## src/rtl/canStatPkg.sv

```systemverilog
package canStatPkg;
  typedef enum logic [1:0] {
    ST_OK     = 2'b00,
    ST_WARN   = 2'b01,
    ST_ERR    = 2'b10,
    ST_BUSOFF = 2'b11
  } faultState_e;

  // strobes from control to datapath
  typedef struct packed {
    logic loadStatus;
  } dpStrobe_t;

  localparam int NUM_DIR = 2;
  localparam int DIR_RX  = 0;
  localparam int DIR_TX  = 1;
endpackage

```

## src/rtl/canStatDatapath.sv

```systemverilog
module canStatDatapath
  import canStatPkg::*;
#(
  parameter int CNT_W      = 9,
  parameter int WARN_LIM   = 96,
  parameter int ERR_LIM    = 128,
  parameter int BUSOFF_LIM = 256
) (
  input  logic             clk,
  input  logic             rst_n,
  input  logic [CNT_W-1:0] txCnt,
  input  logic [CNT_W-1:0] rxCnt,
  input  logic             busOffIn,
  input  dpStrobe_t        strobe,
  output faultState_e      rxCur,
  output faultState_e      txCur,
  output faultState_e      rxPrev,
  output faultState_e      txPrev,
  output faultState_e      rxStat,
  output faultState_e      txStat
);
  localparam logic [CNT_W-1:0] warnT = CNT_W'(WARN_LIM);
  localparam logic [CNT_W-1:0] errT  = CNT_W'(ERR_LIM);
  localparam logic [CNT_W-1:0] boT   = CNT_W'(BUSOFF_LIM);

  faultState_e curSt  [NUM_DIR];
  faultState_e prevQ  [NUM_DIR];
  faultState_e statQ  [NUM_DIR];

  function automatic faultState_e levelOf(input logic [CNT_W-1:0] cnt);
    if (cnt >= errT)       return ST_ERR;
    else if (cnt >= warnT) return ST_WARN;
    else                   return ST_OK;
  endfunction

  always_comb begin
    if (busOffIn || (txCnt >= boT)) curSt[DIR_TX] = ST_BUSOFF;
    else                            curSt[DIR_TX] = levelOf(txCnt);
    // receiver mirrors transmitter bus-off and is forced OK on its exit
    if (curSt[DIR_TX] == ST_BUSOFF)     curSt[DIR_RX] = ST_BUSOFF;
    else if (prevQ[DIR_TX] == ST_BUSOFF) curSt[DIR_RX] = ST_OK;
    else                                 curSt[DIR_RX] = levelOf(rxCnt);
  end

  for (genvar d = 0; d < NUM_DIR; d++) begin : g_dir
    always_ff @(posedge clk or negedge rst_n) begin
      if (!rst_n) begin
        prevQ[d] <= ST_OK;
        statQ[d] <= ST_OK;
      end else begin
        prevQ[d] <= curSt[d];
        if (strobe.loadStatus) statQ[d] <= curSt[d];
      end
    end
  end

  assign rxCur  = curSt[DIR_RX];
  assign txCur  = curSt[DIR_TX];
  assign rxPrev = prevQ[DIR_RX];
  assign txPrev = prevQ[DIR_TX];
  assign rxStat = statQ[DIR_RX];
  assign txStat = statQ[DIR_TX];
endmodule

```

## src/rtl/canStatCtrl.sv

```systemverilog
module canStatCtrl
  import canStatPkg::*;
#(
  parameter int ADDR_W    = 2,
  parameter int CTRL_ADDR = 0,
  parameter int STAT_ADDR = 1
) (
  input  logic              clk,
  input  logic              rst_n,
  input  logic              regWrEn,
  input  logic [ADDR_W-1:0] regAddr,
  input  logic [7:0]        regWrData,
  output logic [7:0]        regRdData,
  input  faultState_e       rxCur,
  input  faultState_e       txCur,
  input  faultState_e       rxPrev,
  input  faultState_e       txPrev,
  input  faultState_e       rxStat,
  input  faultState_e       txStat,
  input  logic              wakeEvt,
  input  logic              overrunEvt,
  input  logic              rxFullEvt,
  output dpStrobe_t         strobe,
  output logic              chgFlag,
  output logic [1:0]        rxSens,
  output logic [1:0]        txSens,
  output logic              wakeIrq,
  output logic              errIrq,
  output logic              rxIrq
);
  localparam logic [ADDR_W-1:0] ctrlAddr = ADDR_W'(CTRL_ADDR);
  localparam logic [ADDR_W-1:0] statAddr = ADDR_W'(STAT_ADDR);
  localparam int BIT_WAKE = 0;
  localparam int BIT_OVR  = 1;
  localparam int BIT_RXF  = 2;
  localparam int BIT_CHG  = 3;
  localparam int BIT_FLAG = 4;

  logic [7:0] ctrlQ;
  logic       chgFlagQ;
  logic       chgEvt;
  logic       clearReq;

  function automatic logic qualify(input logic [1:0] code,
                                   input faultState_e prev,
                                   input faultState_e cur);
    logic moved;
    moved = (prev != cur);
    case (code)
      2'b01:   return (prev == ST_BUSOFF) != (cur == ST_BUSOFF);
      2'b10:   return moved && (prev[1] || cur[1]);
      2'b11:   return moved;
      default: return 1'b0;
    endcase
  endfunction

  assign rxSens   = ctrlQ[5:4];
  assign txSens   = ctrlQ[7:6];
  assign chgEvt   = qualify(rxSens, rxPrev, rxCur) | qualify(txSens, txPrev, txCur);
  assign clearReq = regWrEn && (regAddr == statAddr) && regWrData[BIT_FLAG];

  always_ff @(posedge clk or negedge rst_n) begin
    if (!rst_n) begin
      ctrlQ    <= '0;
      chgFlagQ <= 1'b0;
    end else begin
      if (regWrEn && (regAddr == ctrlAddr)) ctrlQ <= regWrData;
      if (chgEvt)        chgFlagQ <= 1'b1;
      else if (clearReq) chgFlagQ <= 1'b0;
    end
  end

  always_comb begin
    strobe            = '0;
    strobe.loadStatus = !chgFlagQ;
  end

  always_comb begin
    regRdData = '0;
    if (regAddr == ctrlAddr)      regRdData = ctrlQ;
    else if (regAddr == statAddr) regRdData = {3'b000, chgFlagQ, txStat, rxStat};
  end

  assign chgFlag = chgFlagQ;
  assign wakeIrq = wakeEvt & ctrlQ[BIT_WAKE];
  assign rxIrq   = rxFullEvt & ctrlQ[BIT_RXF];
  assign errIrq  = (chgFlagQ & ctrlQ[BIT_CHG]) | (overrunEvt & ctrlQ[BIT_OVR]);
endmodule

```

## src/rtl/canStatusIrq.sv

```systemverilog
module canStatusIrq
  import canStatPkg::*;
#(
  parameter int CNT_W      = 9,
  parameter int WARN_LIM   = 96,
  parameter int ERR_LIM    = 128,
  parameter int BUSOFF_LIM = 256,
  parameter int ADDR_W     = 2
) (
  input  logic              clk,
  input  logic              rst_n,
  input  logic [CNT_W-1:0]  txErrCnt,
  input  logic [CNT_W-1:0]  rxErrCnt,
  input  logic              busOffIn,
  input  logic              wakeEvt,
  input  logic              overrunEvt,
  input  logic              rxFullEvt,
  input  logic              regWrEn,
  input  logic [ADDR_W-1:0] regAddr,
  input  logic [7:0]        regWrData,
  output logic [7:0]        regRdData,
  output logic              wakeIrq,
  output logic              errIrq,
  output logic              rxIrq
);
  localparam int STAT_ADDR = 1;

  dpStrobe_t   strobe;
  faultState_e rxCur, txCur, rxPrev, txPrev, rxStat, txStat;
  logic        chgFlag;
  logic [1:0]  rxSens, txSens;
  logic        clearWr;

  canStatDatapath #(
    .CNT_W(CNT_W), .WARN_LIM(WARN_LIM), .ERR_LIM(ERR_LIM), .BUSOFF_LIM(BUSOFF_LIM)
  ) u_dp (
    .clk(clk), .rst_n(rst_n), .txCnt(txErrCnt), .rxCnt(rxErrCnt),
    .busOffIn(busOffIn), .strobe(strobe),
    .rxCur(rxCur), .txCur(txCur), .rxPrev(rxPrev), .txPrev(txPrev),
    .rxStat(rxStat), .txStat(txStat)
  );

  canStatCtrl #(.ADDR_W(ADDR_W), .CTRL_ADDR(0), .STAT_ADDR(STAT_ADDR)) u_ctrl (
    .clk(clk), .rst_n(rst_n), .regWrEn(regWrEn), .regAddr(regAddr),
    .regWrData(regWrData), .regRdData(regRdData),
    .rxCur(rxCur), .txCur(txCur), .rxPrev(rxPrev), .txPrev(txPrev),
    .rxStat(rxStat), .txStat(txStat),
    .wakeEvt(wakeEvt), .overrunEvt(overrunEvt), .rxFullEvt(rxFullEvt),
    .strobe(strobe), .chgFlag(chgFlag), .rxSens(rxSens), .txSens(txSens),
    .wakeIrq(wakeIrq), .errIrq(errIrq), .rxIrq(rxIrq)
  );

  assign clearWr = regWrEn && (regAddr == ADDR_W'(STAT_ADDR)) && regWrData[4];

  assert_rx_busoff_R2: assert property (@(posedge clk) disable iff (!rst_n)
    (txCur == ST_BUSOFF) |-> (rxCur == ST_BUSOFF));

  assert_busoff_exit_R3: assert property (@(posedge clk) disable iff (!rst_n)
    (txPrev == ST_BUSOFF && txCur != ST_BUSOFF) |-> (rxCur == ST_OK));

  assert_quiet_code_R4: assert property (@(posedge clk) disable iff (!rst_n)
    (rxSens == 2'b00 && txSens == 2'b00 && !chgFlag) |=> !chgFlag);

  assert_frozen_R8: assert property (@(posedge clk) disable iff (!rst_n)
    chgFlag |=> $stable({rxStat, txStat}));

  assert_tracking_R8: assert property (@(posedge clk) disable iff (!rst_n)
    !chgFlag |=> ({rxStat, txStat} == $past({rxCur, txCur})));

  assert_clear_R9: assert property (@(posedge clk) disable iff (!rst_n)
    (chgFlag && clearWr && rxCur == rxPrev && txCur == txPrev) |=> !chgFlag);

  assert_hold_R10: assert property (@(posedge clk) disable iff (!rst_n)
    (chgFlag && !clearWr) |=> chgFlag);
endmodule

```

## config.mk

```make
export PLATFORM = sky130hd
export DESIGN_NAME = canStatusIrq
export DESIGN_NICKNAME = d
export VERILOG_FILES = /design/src/rtl/canStatPkg.sv /design/src/rtl/canStatDatapath.sv /design/src/rtl/canStatCtrl.sv /design/src/rtl/canStatusIrq.sv
export SDC_FILE = /design/constraint.sdc
export NUM_CORES = 1
export LEC_CHECK = 0
export ABC_AREA = 0
export BUFFER_PORTS_ARGS = -buffer_cell sky130_fd_sc_hd__buf_2
export CORE_MARGIN = 2
export CORE_UTILIZATION = 35
export DETAILED_ROUTE_END_ITERATION = 8
export PLACE_DENSITY_LB_ADDON = 0.08
export SLEW_MARGIN = 20
export SYNTH_ARGS = -nofsm -noshare
export SYNTH_HDL_FRONTEND = slang
export SYNTH_SLANG_ARGS = --single-unit
```

## constraint.sdc

```tcl
create_clock -name clk -period 2.2 [get_ports clk]
set_clock_uncertainty 0.15 [all_clocks]
set_input_delay 0.44 -clock clk [delete_from_list [all_inputs] [get_ports clk]]
set_output_delay 0.44 -clock clk [all_outputs]
set_load 0.005 [all_outputs]
```

# == After elaboration in Yosys (flattened, before gate mapping) ==
# Cells that the tools add are included.
# word_totals
reg_bits,17
in_bits,35
elab_cells,55
# classes
order_cmp,5
eq_ne,15
muxes,13
bitwise_logic,6
reduce_logical,10
# op_table
operator,count
"greater-or-equal comparator 9 x 7 -> 1 bit, second input constant",2
"greater-or-equal comparator 9 x 8 -> 1 bit, second input constant",2
"== test 2 bit, second input constant",8
2-to-1 mux 2 bit,5
"greater-or-equal comparator 9 bit, second input constant",1
2-to-1 mux 8 bit,1
"== test 2 x 1 -> 1 bit, second input constant",3
one-hot mux 1 bit (3 select lines),2
logical AND 1 bit,5
2-to-1 mux 5 bit,1
AND 1 bit,4
2-to-1 mux 1 bit,4
inequality test 2 bit,2
logical OR 1 bit,3
zero test 2 bit,1
inequality test 1 bit,2
OR 1 bit,2
nonzero test 2 bit,1

# == Depth between registers and ports, before layout ==
# depth
depth_word,11
depth_mapped,8

# == By module ==
# A second synthesis with hierarchy kept.
# hier_totals
cells_unflattened,91
hier_area_um2,970.9
# by_module_without_submodules
module,n_inst,cells_per_inst,area_per_inst_um2,seq_area_each_um2
canStatCtrl,1,67,674.4,225.2
canStatDatapath,1,24,296.5,200.2

# == Least setup slack after synthesis ==
# OpenSTA, ideal clock, no wires.
# synth_path
path_type,input to register
from,input txErrCnt[8]
to,"register u_ctrl.chgFlagQ, in the netlist u_ctrl.chgFlag"
arrival_time_ns,1.730
required_time_ns,1.924
path_slack_ns,0.194
cell_stages,7
n_path_buf,1
path_cell_list,or2_1 > buf_6 > nor2_1 > ha_1 > and3b_1 > mux2i_1 > a221o_1
# synth_between
elab_chain_len,11
# synth_rtl
element,line_no,rtl
"start, declared",canStatusIrq.sv:12,"input logic [CNT_W-1:0] txErrCnt,"
greater-or-equal comparator 9 x 7 -> 1 bit,canStatDatapath.sv:32,else if (cnt >= warnT) return ST_WARN;
2-to-1 mux 1 bit,canStatDatapath.sv:32,
2-to-1 mux 2 bit,canStatDatapath.sv:31,if (cnt >= errT) return ST_ERR;
2-to-1 mux 2 bit *,canStatDatapath.sv:37,if (busOffIn || (txCnt >= boT)) curSt[DIR_TX] = ST_BUSOFF;
== test 2 bit,"canStatDatapath.sv:40, canStatCtrl.sv:50",
2-to-1 mux 2 bit,canStatDatapath.sv:40,if (curSt[DIR_TX] == ST_BUSOFF) curSt[DIR_RX] = ST_BUSOFF;
"== test 2 bit, or another cell as far along",canStatCtrl.sv:50,2'b01: return (prev == ST_BUSOFF) != (cur == ST_BUSOFF);
inequality test 1 bit or logical AND 1 bit (tied branches),"canStatCtrl.sv:50, canStatCtrl.sv:51",
one-hot mux 1 bit (3 select lines),canStatCtrl.sv:49,case (code)
OR 1 bit *,canStatCtrl.sv:59,"assign chgEvt = qualify(rxSens, rxPrev, rxCur) | qualify(txSens, txPrev, txCur);"
2-to-1 mux 1 bit or nonzero test 2 bit (tied branches),n/a,
"end signal, assigned",canStatCtrl.sv:65,chgFlagQ <= 1'b0;
"end signal, assigned",canStatCtrl.sv:68,if (chgEvt) chgFlagQ <= 1'b1;
"end signal, assigned",canStatCtrl.sv:69,else if (clearReq) chgFlagQ <= 1'b0;
"end, declared",canStatCtrl.sv:40,logic chgFlagQ;
# Mark *: on every way between the ends. The rest lies on a longest branch, timed or not.
# A chain may end at the register's enable or synchronous reset.

# == Final worst setup path ==
# layout_path
from,register u_dp.prevQ (netlist bit u_dp.txPrev[0])
to,"register u_ctrl.chgFlagQ, in the netlist u_ctrl.chgFlag"
# layout_between
elab_chain_len,8
# layout_rtl
element,line_no,rtl
"start, declared",canStatDatapath.sv:27,faultState_e prevQ [NUM_DIR];
"start signal, assigned by index",canStatDatapath.sv:51,prevQ[d] <= curSt[d];
== test 2 bit *,canStatDatapath.sv:41,else if (prevQ[DIR_TX] == ST_BUSOFF) curSt[DIR_RX] = ST_OK;
2-to-1 mux 2 bit *,canStatDatapath.sv:41,
2-to-1 mux 2 bit *,canStatDatapath.sv:40,
via rxCur[1],canStatusIrq.sv:29,"faultState_e rxCur, txCur, rxPrev, txPrev, rxStat, txStat;"
"== test 2 bit, or another cell as far along",canStatCtrl.sv:50,
inequality test 1 bit or logical AND 1 bit (tied branches),"canStatCtrl.sv:50, canStatCtrl.sv:51",
one-hot mux 1 bit (3 select lines) *,canStatCtrl.sv:49,
OR 1 bit *,canStatCtrl.sv:59,
2-to-1 mux 1 bit or nonzero test 2 bit (tied branches),n/a,
# The timed path passes the listed nets; every way through them passes the cells marked *.

==> flow_metrics.py <==
metrics = {
    "timing": {
        "whs_ps": 225,
        "finalHoldViolCount": 0,
        "max_slew_margin_pct": 72.6,
        "fin_setup_tns_ps": 0,
        "fin_crit_sh_pct": 90.4,
        "report.final.slew_viol_count": 0,
        "setup_violations": 0,
        "fin_crit_ps": 1990,
        "rsz0062_at_grt": "false",
        "worstMarginPinSlew_ps": 410,
        "max_freq_ghz": 0.503,
    },
    "clock_tree": {
        "clk-insertion-delay-late_ps": 290,
        "cts_max_level": 1,
        "clock_sinks": 17,
        "cts_buffers": 3,
        "cts_setup_buffers": 0,
        "ctsResizeCount": 0,
        "cts_tree": "yes",
        "postCtsHoldBufs": 1,
        "cts-root-buf": "clkbuf_4",
        "clock_path_buffers": 2,
        "clk_pin_slew_worst_paths_ps": 100,
    },
    "logic_synthesis": {
        "postSynthAreaPerCell_sq_um": 11.1,
        "async_flop_share_pct": 100,
        "yosys.area_share.simple_pct": 16.1,
        "synth_adder_area_share_pct": 2.71,
        "ys_seq_elements": 17,
        "synth_compound_gate_area_share_pct": 6.09,
        "synth.cell_area_sq_um": 925,
        "postSynthCellCount": 83,
        "ys_warn_count": 0,
        "synth_top_family_by_area": "multiplexers",
        "muxShareOfSynthArea_pct": 22.2,
        "ys_seq_area_share_pct": 46.0,
        "synthXorXnorAreaFrac_pct": 1.89,
        "synthFlopType": "dfrtp_1",
        "syn-num-nets": 120,
        "synth_edf_count": 0,
        "synth.distinct_cells": 25,
    },
    "placement": {
        "numPortBuffers": 35,
        "place_inst": 147,
        "dp_hpwl_mm": 1.47,
        "gp_congestion": 0.668,
    },
    "route": {
        "vias": 729,
        "vias_per_cell": 4.80,
        "routed_wl_mm": 1.81,
        "detail_route.first_pass.iterations": 2,
        "drtIter0Drc": 10,
        "drc_errors": 0,
        "wl_per_cell_um": 11.9,
        "ant_nets": 0,
    },
    "power_and_ir_drop": {
        "p_leak_nw": 0.594,
        "irDropWorstVdd_uv": 523,
        "powerDensity_mw_per_mm2": 685,
    },
    "setup_path": {
        "crit_required_ps": 2230,
        "slowest_stage": "dfrtp_1",
        "r2r-start": "u_dp.txPrev[0]$_DFF_PN0_",
        "cp-end-kind": "flip-flop",
        "cp_data_arrival_time_ps": 2020,
        "critPathKind": "reg -> reg",
        "timing.rr.end": "u_ctrl.chgFlag$_DFFE_PN0P_",
        "ff2ff_path_depth": 8,
        "max_stage_delay_ps": 410,
        "crit_path_max_fanout": 3,
        "reg2reg_slack_ps": 210,
        "critPathCapture": "u_ctrl.chgFlag$_DFFE_PN0P_",
        "path_cells": "nand2_1 > inv_1 > o21ai_0 > inv_1 > ha_1 > nor3b_1 > mux2i_1 > a221o_1",
        "start_kind": "flip-flop",
        "critPathMostFrequentCell": "inv_1",
        "worstSetupStartpoint": "u_dp.txPrev[0]$_DFF_PN0_",
    },
    "global_route": {
        "overflow": 0,
        "grt_max_degree": 18,
        "grt_pass1_wl_mm": 3.11,
        "grt_use_total_pct": 12.9,
        "antenna_found_initial": 0,
        "grt_pass1_vias": 674,
    },
    "die": {
        "core_sq_mm": 0.00250,
        "die_h_um": 55.4,
        "start_util_pct": 37.0,
        "io_pins": 46,
        "die_x_um": 55.4,
        "dieArea_sq_mm": 0.00307,
        "rows": 18,
    },
    "finish": {
        "layout_common_cells": "buf_2 (35), dfrtp_1 (17), mux2_2 (12), nor2_1 (9)",
        "layout_commonest_cell": "buf_2",
        "final_cells": 152,
        "synthToLayoutAreaGrowth_pct": 26.4,
        "layout-drive-gt1-share_pct": 43.4,
        "antennaDiodeCount": 0,
        "fill_cells": 258,
        "nets": 160,
    },
    "job": {
        "cap_violations": 0,
    },
    "outcome": {
        "outcome": "completed",
    },
    "min_path": {
        "min_path_type": "in -> reg",
    },
}
-- final cells by class --
| type | count | area (sq um) | area share [%] |
|---|---|---|---|
| Tap cell | 30 | 37.5 | 3.21 |
| Clock buffer | 4 | 26.3 | 2.25 |
| Inverter | 5 | 18.8 | 1.61 |
| Timing Repair Buffer | 39 | 208 | 17.8 |
| Multi-Input combinational cell | 57 | 453 | 38.8 |
| Sequential cell | 17 | 425 | 36.4 |
-- power by group --
| group | total, mW | leakage (nW) | internal [mW] | switching, mW |
|---|---|---|---|---|
| logic | 0.214 | 0.396 | 0.135 | 0.0790 |
| clock network | 0.165 | 0.0150 | 0.0705 | 0.0949 |
| registers | 0.422 | 0.183 | 0.377 | 0.0441 |
-- critical path: cells and delay by family (launching register included) --
family          cells  cell delay [ps]
flops               1              410
fa+ha+maj           1              280
buf+inv             2              130
mux                 1              100
simple gates        2              310
compound gates      2              510
-- cells in the mapped netlist, types with 2 or more instances --
cell	count	share of area, %
a22o_1	2	1.9
nor2_1	9	3.7
mux2_2	12	15
dfrtp_1	17	46
mux2i_1	7	7.6
ha_1	2	2.7
and2_1	7	4.7
and3b_1	2	1.9
xnor2_1	2	1.9
inv_1	5	2.0
nor3b_1	2	1.6
nand2_1	3	1.2
-- kinds of logic (layout without fill, tap and decap cells) --
logic type,Yosys count,after routing
and+or+nand+nor,27,27
muxes,19,19
DFF,17,17
buffers and inverters,9,48
AOI/OAI and AO/OA,7,7
adders and majority gates,2,2
xor gates and xnor gates,2,2
-- metrics by stage --
step / power (mW) / util (%) / setup slack, ps / cell area [sq um]
floorplan: 0.560 / - / 194 / 925
global placement: 0.640 / 45.3 / 122 / 1130
detailed placement: 0.647 / 45.3 / 91.3 / 1130
CTS: 0.815 / 46.7 / 200 / 1170
global route: 0.864 / 46.7 / 37.2 / 1170
finish: 0.800 / 46.7 / 211 / 1170
-- flip-flops by register name, indices dropped and copies added, names as in the netlist --
name	flops
u_dp.txStat	2
u_ctrl.chgFlag	1
u_dp.rxPrev	2
u_dp.rxStat	2
u_dp.txPrev	2
u_ctrl.ctrlQ	8
-- worst min-delay path by stage --
stage	start	to	slack, ps	depth (start not counted)
4_1_cts	regWrData[7]	u_ctrl.ctrlQ[7]$_DFFE_PN0P_	220	2
3_5_place_dp	rst_n	u_ctrl.ctrlQ[7]$_DFFE_PN0P_	240	1
5_1_grt	regWrData[7]	u_ctrl.ctrlQ[7]$_DFFE_PN0P_	210	2
6_report	regWrData[7]	u_ctrl.ctrlQ[7]$_DFFE_PN0P_	220	2
3_3_place_gp	rst_n	u_ctrl.ctrlQ[2]$_DFFE_PN0P_	240	1
2_1_floorplan	rst_n	u_ctrl.chgFlag$_DFFE_PN0P_	-6	0
-- routing by layer --
metal  wire [um]  track usage (%)  share of wire (%)
met5           0                0                  0
met4          17             3.14               0.94
met3          95             4.92                5.2
met2         922             21.3                 51
met1         778             15.8                 43
No activity file was read; power rests on OpenSTA's default activity.
